$ cat src/rtl/simd_add_pkg.sv
package simd_add_pkg;
  typedef enum logic [1:0] {
    LW_8  = 2'd0,
    LW_16 = 2'd1,
    LW_32 = 2'd2,
    LW_64 = 2'd3
  } lane_width_e;

  localparam int unsigned NUM_WIDTHS = 4;
endpackage

$ cat src/rtl/simd_lane_ctrl.sv
// Per-byte control: whether the byte starts a lane and whether its lane is active.
module simd_lane_ctrl
  import simd_add_pkg::*;
#(
  parameter int unsigned NB = 32
) (
  input  logic [NB-1:0] pred,
  input  lane_width_e   width,
  output logic [NB-1:0] byte_active,
  output logic [NB-1:0] lane_start
);
  logic [NUM_WIDTHS-1:0] act_opt   [NB];
  logic [NUM_WIDTHS-1:0] start_opt [NB];

  for (genvar b = 0; b < NB; b++) begin : g_byte
    for (genvar s = 0; s < NUM_WIDTHS; s++) begin : g_width
      localparam int unsigned BPL  = 1 << s;
      localparam int unsigned BASE = (b / BPL) * BPL;
      assign act_opt[b][s]   = pred[BASE];
      assign start_opt[b][s] = (b % BPL) == 0;
    end
    assign byte_active[b] = act_opt[b][width];
    assign lane_start[b]  = start_opt[b][width];
  end
endmodule

$ cat src/rtl/simd_seg_adder.sv
// Byte-sliced adder whose carry chain is broken at every lane start.
module simd_seg_adder #(
  parameter int unsigned NB = 32
) (
  input  logic [NB*8-1:0] opa,
  input  logic [NB*8-1:0] opb,
  input  logic [NB-1:0]   lane_start,
  output logic [NB*8-1:0] sum
);
  logic [NB-2:0] cy;

  for (genvar b = 0; b < NB; b++) begin : g_slice
    logic cin;
    if (b == 0) begin : g_first
      assign cin = 1'b0;
    end else begin : g_rest
      assign cin = lane_start[b] ? 1'b0 : cy[b-1];
    end
    if (b < NB - 1) begin : g_carry
      assign {cy[b], sum[b*8 +: 8]} = {1'b0, opa[b*8 +: 8]} + {1'b0, opb[b*8 +: 8]} + {8'd0, cin};
    end else begin : g_top
      assign sum[b*8 +: 8] = opa[b*8 +: 8] + opb[b*8 +: 8] + {7'd0, cin};
    end
  end
endmodule

$ cat src/rtl/simd_merge_add.sv
module simd_merge_add
  import simd_add_pkg::*;
#(
  parameter int unsigned VL = 256
) (
  input  logic            clk,
  input  logic            rst,
  input  logic            in_valid,
  output logic            in_ready,
  input  logic [VL-1:0]   in_a,
  input  logic [VL-1:0]   in_b,
  input  logic [VL/8-1:0] in_pred,
  input  logic [1:0]      in_size,
  output logic            out_valid,
  input  logic            out_ready,
  output logic [VL-1:0]   out_result
);
  localparam int unsigned NB = VL / 8;

  lane_width_e   width;
  logic [NB-1:0] byte_active;
  logic [NB-1:0] lane_start;
  logic [VL-1:0] raw_sum;
  logic [VL-1:0] merged;
  logic          take;

  assign width = lane_width_e'(in_size);

  simd_lane_ctrl #(.NB(NB)) u_ctrl (
    .pred        (in_pred),
    .width       (width),
    .byte_active (byte_active),
    .lane_start  (lane_start)
  );

  simd_seg_adder #(.NB(NB)) u_add (
    .opa        (in_a),
    .opb        (in_b),
    .lane_start (lane_start),
    .sum        (raw_sum)
  );

  for (genvar b = 0; b < NB; b++) begin : g_merge
    assign merged[b*8 +: 8] = byte_active[b] ? raw_sum[b*8 +: 8] : in_a[b*8 +: 8];
  end

  assign in_ready = !out_valid || out_ready;
  assign take     = in_valid && in_ready;

  always_ff @(posedge clk) begin
    if (rst) begin
      out_valid <= 1'b0;
    end else if (take) begin
      out_valid <= 1'b1;
    end else if (out_ready) begin
      out_valid <= 1'b0;
    end
  end

  always_ff @(posedge clk) begin
    if (take) out_result <= merged;
  end
endmodule

$ cat config.mk
export PLATFORM = sky130hd
export DESIGN_NAME = simd_merge_add
export DESIGN_NICKNAME = d
export VERILOG_FILES = /design/src/rtl/simd_add_pkg.sv /design/src/rtl/simd_lane_ctrl.sv /design/src/rtl/simd_seg_adder.sv /design/src/rtl/simd_merge_add.sv
export SDC_FILE = /design/constraint.sdc
export NUM_CORES = 1
export LEC_CHECK = 0
export BUFFER_PORTS_ARGS = -buffer_cell sky130_fd_sc_hd__buf_4
export CELL_PAD_IN_SITES_DETAIL_PLACEMENT = 0
export CELL_PAD_IN_SITES_GLOBAL_PLACEMENT = 2
export CORE_AREA = 2 2 315 317
export CTS_BUF_LIST = sky130_fd_sc_hd__clkbuf_16
export DETAILED_ROUTE_END_ITERATION = 10
export DIE_AREA = 0 0 317 319
export PLACE_DENSITY_LB_ADDON = 0.25
export RECOVER_POWER = 50
export SLEW_MARGIN = 20
export SYNTH_ARGS = -nofsm -noshare
export SYNTH_HDL_FRONTEND = slang
export SYNTH_HIERARCHICAL = 1
export SYNTH_SLANG_ARGS = --single-unit
$ cat constraint.sdc
create_clock -name clk -period 19.1 [get_ports clk]
set_clock_uncertainty 0.15 [all_clocks]
set_input_delay 4.775 -clock clk [delete_from_list [all_inputs] [get_ports clk]]
set_output_delay 4.775 -clock clk [all_outputs]
set_load 0.01 [all_outputs]
# Word-level counts from Yosys, hierarchy flattened
# Index checks and enable logic that the tools add are counted.
# Widths: inputs -> output; s select.
word_totals:
  ff_bits: 257
  latch_bits: 0
  ram_bits: 0
  romBits: 0
  inputBits: 550
  out_inout_bits: 258
  word_cells: 207
  mem_count: 0
classes:
  addsub: 63
  mul: 0
  n_div: 0
  order_cmp: 1
  n_eq_ne: 0
  shift: 0
  muxes: 137
  bitwise_logic: 0
  n_reduce_logical: 4
op_table:
  columns: ["operator", "count"]
  rows:
  - ["$add 8x8->9", 31]
  - ["$add 9x1->9", 30]
  - ["$mux 8", 32]
  - ["$bmux 1 s2", 36]
  - ["$mux 1", 69]
  - ["$add 8x1->8", 1]
  - ["$add 8x8->8", 1]
  - ["$lt 2x3->1 const B", 1]
  - ["$reduce_bool 2->1", 1]
  - ["$logic_and 1x1->1", 1]
  - ["$logic_not 1->1", 1]
  - ["$logic_or 1x1->1", 1]

# Longest topological paths before layout
logic_depth:
  depth_word: 65
  ltp_mapped: 193

# By module
# The synthesis kept the hierarchy.
modules_own_cells:
  columns: ["module", "instances", "cells_each", "area_per_inst_um2", "seq_area_each_um2"]
  rows:
  - ["simd_merge_add", 1, 549, 10971.8, 7707.4]
  - ["simd_seg_adder", 1, 1248, 9963.3, 0.0]
  - ["simd_lane_ctrl", 1, 97, 737.0, 0.0]

# Least setup slack after synthesis
# OpenSTA, ideal clock, no wires.
synth_path:
  kind: "input-to-reg"
  startpoint: "input port in_a[64]"
  endpoint: "register out_result[126] (data pin)"
  arrival_ns: 15.575
  required_ns: 18.690
  slack_ns: 3.115
  stages: 49
  n_path_buf: 0
  path_cell_list: "fa_1 > fa_1 > a21oi_1 > nor2_1 > o21ai_0 > a211oi_1 > fa_1 > fa_1 > a21oi_1 > nor2b_1 > a31oi_1 > o22ai_1 > fa_1 > fa_1 > a21oi_1 > o21ai_0 > nand3_1 > a21oi_1 > [13 not listed] > fa_1 > a21oi_1 > o211ai_1 > nand2_1 > a211oi_1 > fa_1 > fa_1 > a21oi_1 > nor2b_1 > a31oi_1 > o22ai_1 > fa_1 > fa_1 > a21oi_1 > nor2b_1 > a31oi_1 > xnor2_1 > mux2_2"
synth_via:
  elab_chain_len: 17
synth_lines:
  columns: ["item", "line", "source"]
  rows:
  - ["from (decl)", "simd_merge_add.sv:10", "input logic [VL-1:0] in_a,"]
  - ["$add 8x8->9", "simd_seg_adder.sv:20", "assign {cy[b], sum[b*8 +: 8]} = {1'b0, opa[b*8 +: 8]} + {1'b0, opb[b*8 +: 8]} + {8'd0, cin};"]
  - ["$add 9x1->9", "simd_seg_adder.sv:20", null]
  - ["$mux 1", "simd_seg_adder.sv:17", "assign cin = lane_start[b] ? 1'b0 : cy[b-1];"]
  - ["$add 9x1->9", "simd_seg_adder.sv:20", null]
  - ["$mux 1", "simd_seg_adder.sv:17", null]
  - ["$add 9x1->9", "simd_seg_adder.sv:20", null]
  - ["$mux 1", "simd_seg_adder.sv:17", null]
  - ["$add 9x1->9", "simd_seg_adder.sv:20", null]
  - ["[3 not listed]", null, null]
  - ["$add 9x1->9", "simd_seg_adder.sv:20", null]
  - ["$mux 1", "simd_seg_adder.sv:17", null]
  - ["$add 9x1->9", "simd_seg_adder.sv:20", null]
  - ["$mux 1", "simd_seg_adder.sv:17", null]
  - ["$add 9x1->9", "simd_seg_adder.sv:20", null]
  - ["named net raw_sum[126]", "simd_merge_add.sv:23", "logic [VL-1:0] raw_sum;"]
  - ["$mux 8", "simd_merge_add.sv:44", "assign merged[b*8 +: 8] = byte_active[b] ? raw_sum[b*8 +: 8] : in_a[b*8 +: 8];"]
  - ["named net merged[126]", "simd_merge_add.sv:24", "logic [VL-1:0] merged;"]
  - ["to (signal assigned)", "simd_merge_add.sv:61", "if (take) out_result <= merged;"]
  - ["to (decl)", "simd_merge_add.sv:16", "output logic [VL-1:0] out_result"]
# The timed path passes the listed nets, and every way through them passes these cells.
# A chain may end at the register's enable or synchronous reset.

# Final worst setup path
layout_path:
  startpoint: "input port in_a[128]"
  endpoint: "register out_result[190] (data pin)"
# Same word-level chain as after synthesis.

==> metrics.yaml <==
outcome:
  outcome: "finished, violations left"
  violations: "design-rule violations, max-capacitance violations, max-slew violations"
routing:
  via_per_inst: 4.55
  vias: 18300
  drtPass1Iterations: 8
  wirelength_mm: 89.9
  drt_iter0_markers: 725
  detail-route-antenna-nets: 0
  drc: 2
  wl_per_cell_um: 22.4
cts:
  clockBufferDepth: 3
  holdBufCountCts: 0
  ctsResizeCount: 0
  clock-sinks: 257
  cts_tree: "yes"
  clk_latency_ns: 0.58
  htreeDepth: 2
  postCtsSetupBuffers: 0
  clock-root-buffer: "clkbuf_16"
  cts_buffers: 39
  clk_pin_slew_ns: 0.05
placement:
  portBuffers: 807
  dpl.hpwl_mm: 75.1
  place_congestion: 0.881
min_path:
  hold_path.class: "flip-flop to flip-flop"
grt:
  gr-usage-met2_pct: 32.0
  antenna_found_initial: 23
  gr-usage-all-layers_pct: 17.1
  grt_max_degree: 61
  use_met3_pct: 6.72
  grt_use_met1_pct: 17.7
  grt_pass1_vias: 19200
  grt_pass1_wl_mm: 128
  top_usage_layer: "met2"
  overflow: 0
setup_path:
  start_kind: "primary input"
  worst-path-max-fanout: 3
  cp.required_ns: 19.28
  critical_path_class: "primary input to flip-flop"
  path_common_cell: "fa_1"
  end_kind: "flip-flop"
  max_stage_delay_ns: 0.51
  reg2reg_slack_ns: 12.71
  worstPathArrival_ns: 17.19
  reg2reg_to: "out_result[225]"
  startpoint: "in_a[128]"
  rr_startpoint: "out_valid"
  crit_end: "out_result[190]"
  slowest_stage: "fa_1"
  reg2regPathDepth: 3
die:
  initial_core_util_pct: 22.2
  fp.dieArea_um2: 101000
  io_pins: 808
  die_y_um: 319
  core_um2: 97700
  die_w_um: 317
  num_rows: 115
sta:
  setup_tns_ns: 0
  drv_slew: 144
  grt_setup_unrepaired: "no"
  max-slew-margin-rel_pct: -203
  fmax_mhz: 58.8
  fin_crit_sh_pct: 89.1
  tightestPinTransition_ns: 4.55
  period_needed_ns: 17.01
  setup_viol: 0
  hold_viol_final: 0
synth:
  avgSynthCellArea_um2: 11.4
  syn_area_um2: 21700
  yosysWarnings: 6
  postSynthCellCount: 1893
final_layout:
  syn2layout_area_growth_pct: 34.0
  fill_cells: 10400
  finalNetCount: 3526
  drive_gt1_share_pct: 31.9
  utilization_pct: 29.7
job:
  max_cap_viol_count: 3
power:
  peakVddDrop_v: 0.0000526
  power.density_nw_per_um2: 73.3
  p_leak_nw: 11.9
==> per-layer routing <==
layer | up-vias | wire (µm)
met2 | 570 | 46800
met1 | 8779 | 32500
met5 | - | 173
li1 | 8804 | -
met4 | 26 | 2010
met3 | 105 | 8390
==> worst min path at each step <==
stage,cells after the start,start,to,slack (ns)
final,2,out_valid,out_valid,0.38
after global placement,2,out_valid,out_valid,0.36
after CTS,2,out_valid,out_valid,0.40
after detailed placement,2,out_valid,out_valid,0.39
after global routing,2,out_valid,out_valid,0.44
after floorplan,2,out_valid,out_valid,0.44
==> stage by stage <==
step	std cells	hold WS, ns	power (mW)	cell area [µm²]	setup WS, ns
floorplan	1895	0.443	1.18	21700	3.12
global placement	3935	0.365	1.49	28800	1.61
detailed placement	3935	0.388	1.49	28800	1.52
CTS	4006	0.402	2.22	30000	2.10
global route	4014	0.442	2.26	29000	1.02
finish	4015	0.378	2.13	29000	2.09
==> where the power goes <==
part | switching, mW | internal, mW
sequential | 0.0200 | 0.712
combinational | 0.364 | 0.332
clock | 0.303 | 0.398
==> cells in the final DEF (no fill, tap or decap), types with 9 or more instances in the layout <==
| master | count |
|---|---|
| diode_2 | 9 |
| mux2i_1 | 33 |
| mux2_1 | 12 |
| a21boi_0 | 10 |
| a221o_1 | 15 |
| edfxtp_1 | 256 |
| a211o_1 | 16 |
| ha_1 | 224 |
| clkbuf_1 | 264 |
| o21bai_1 | 23 |
| xnor2_1 | 85 |
| o21ai_0 | 66 |
| mux2_2 | 252 |
| fa_1 | 63 |
| nor2b_1 | 36 |
| inv_1 | 81 |
| buf_4 | 555 |
| o21a_1 | 14 |
| o211ai_1 | 12 |
| a31oi_1 | 10 |
| a221oi_1 | 9 |
| clkbuf_16 | 41 |
| nor4_1 | 16 |
| xor2_1 | 64 |
| a21oi_1 | 178 |
| clkinv_1 | 11 |
| nor2_1 | 82 |
| a211oi_1 | 57 |
| a21o_1 | 25 |
| nand2_1 | 63 |
| nor3_1 | 39 |
| nand3_1 | 36 |
==> state kept, by name, indices dropped and copies added (netlist names) <==
signal	cells
out_result	256
out_valid	1
==> area by class of cell <==
cell class	instances	area, µm²	area share (%)
Antenna cell	9	22.5	0.0776
Clock buffer	41	1030	3.53
Clock inverter	30	155	0.534
Inverter	72	270	0.931
Multi-Input combinational cell	1498	13100	45.0
Sequential cell	257	7710	26.5
Tap cell	1287	1610	5.55
Timing Repair Buffer	821	5170	17.8
==> worst max-delay path, delay by kind of cell <==
family | cells | cell delay [ns]
adders and majority gates | 16 | 7.02
AOI/OAI and AO/OA | 26 | 4.50
and+or+nand+nor | 6 | 0.54
muxes | 1 | 0.27
buffers and inverters | 1 | 0.10
No activity file was read; power rests on OpenSTA's default activity.
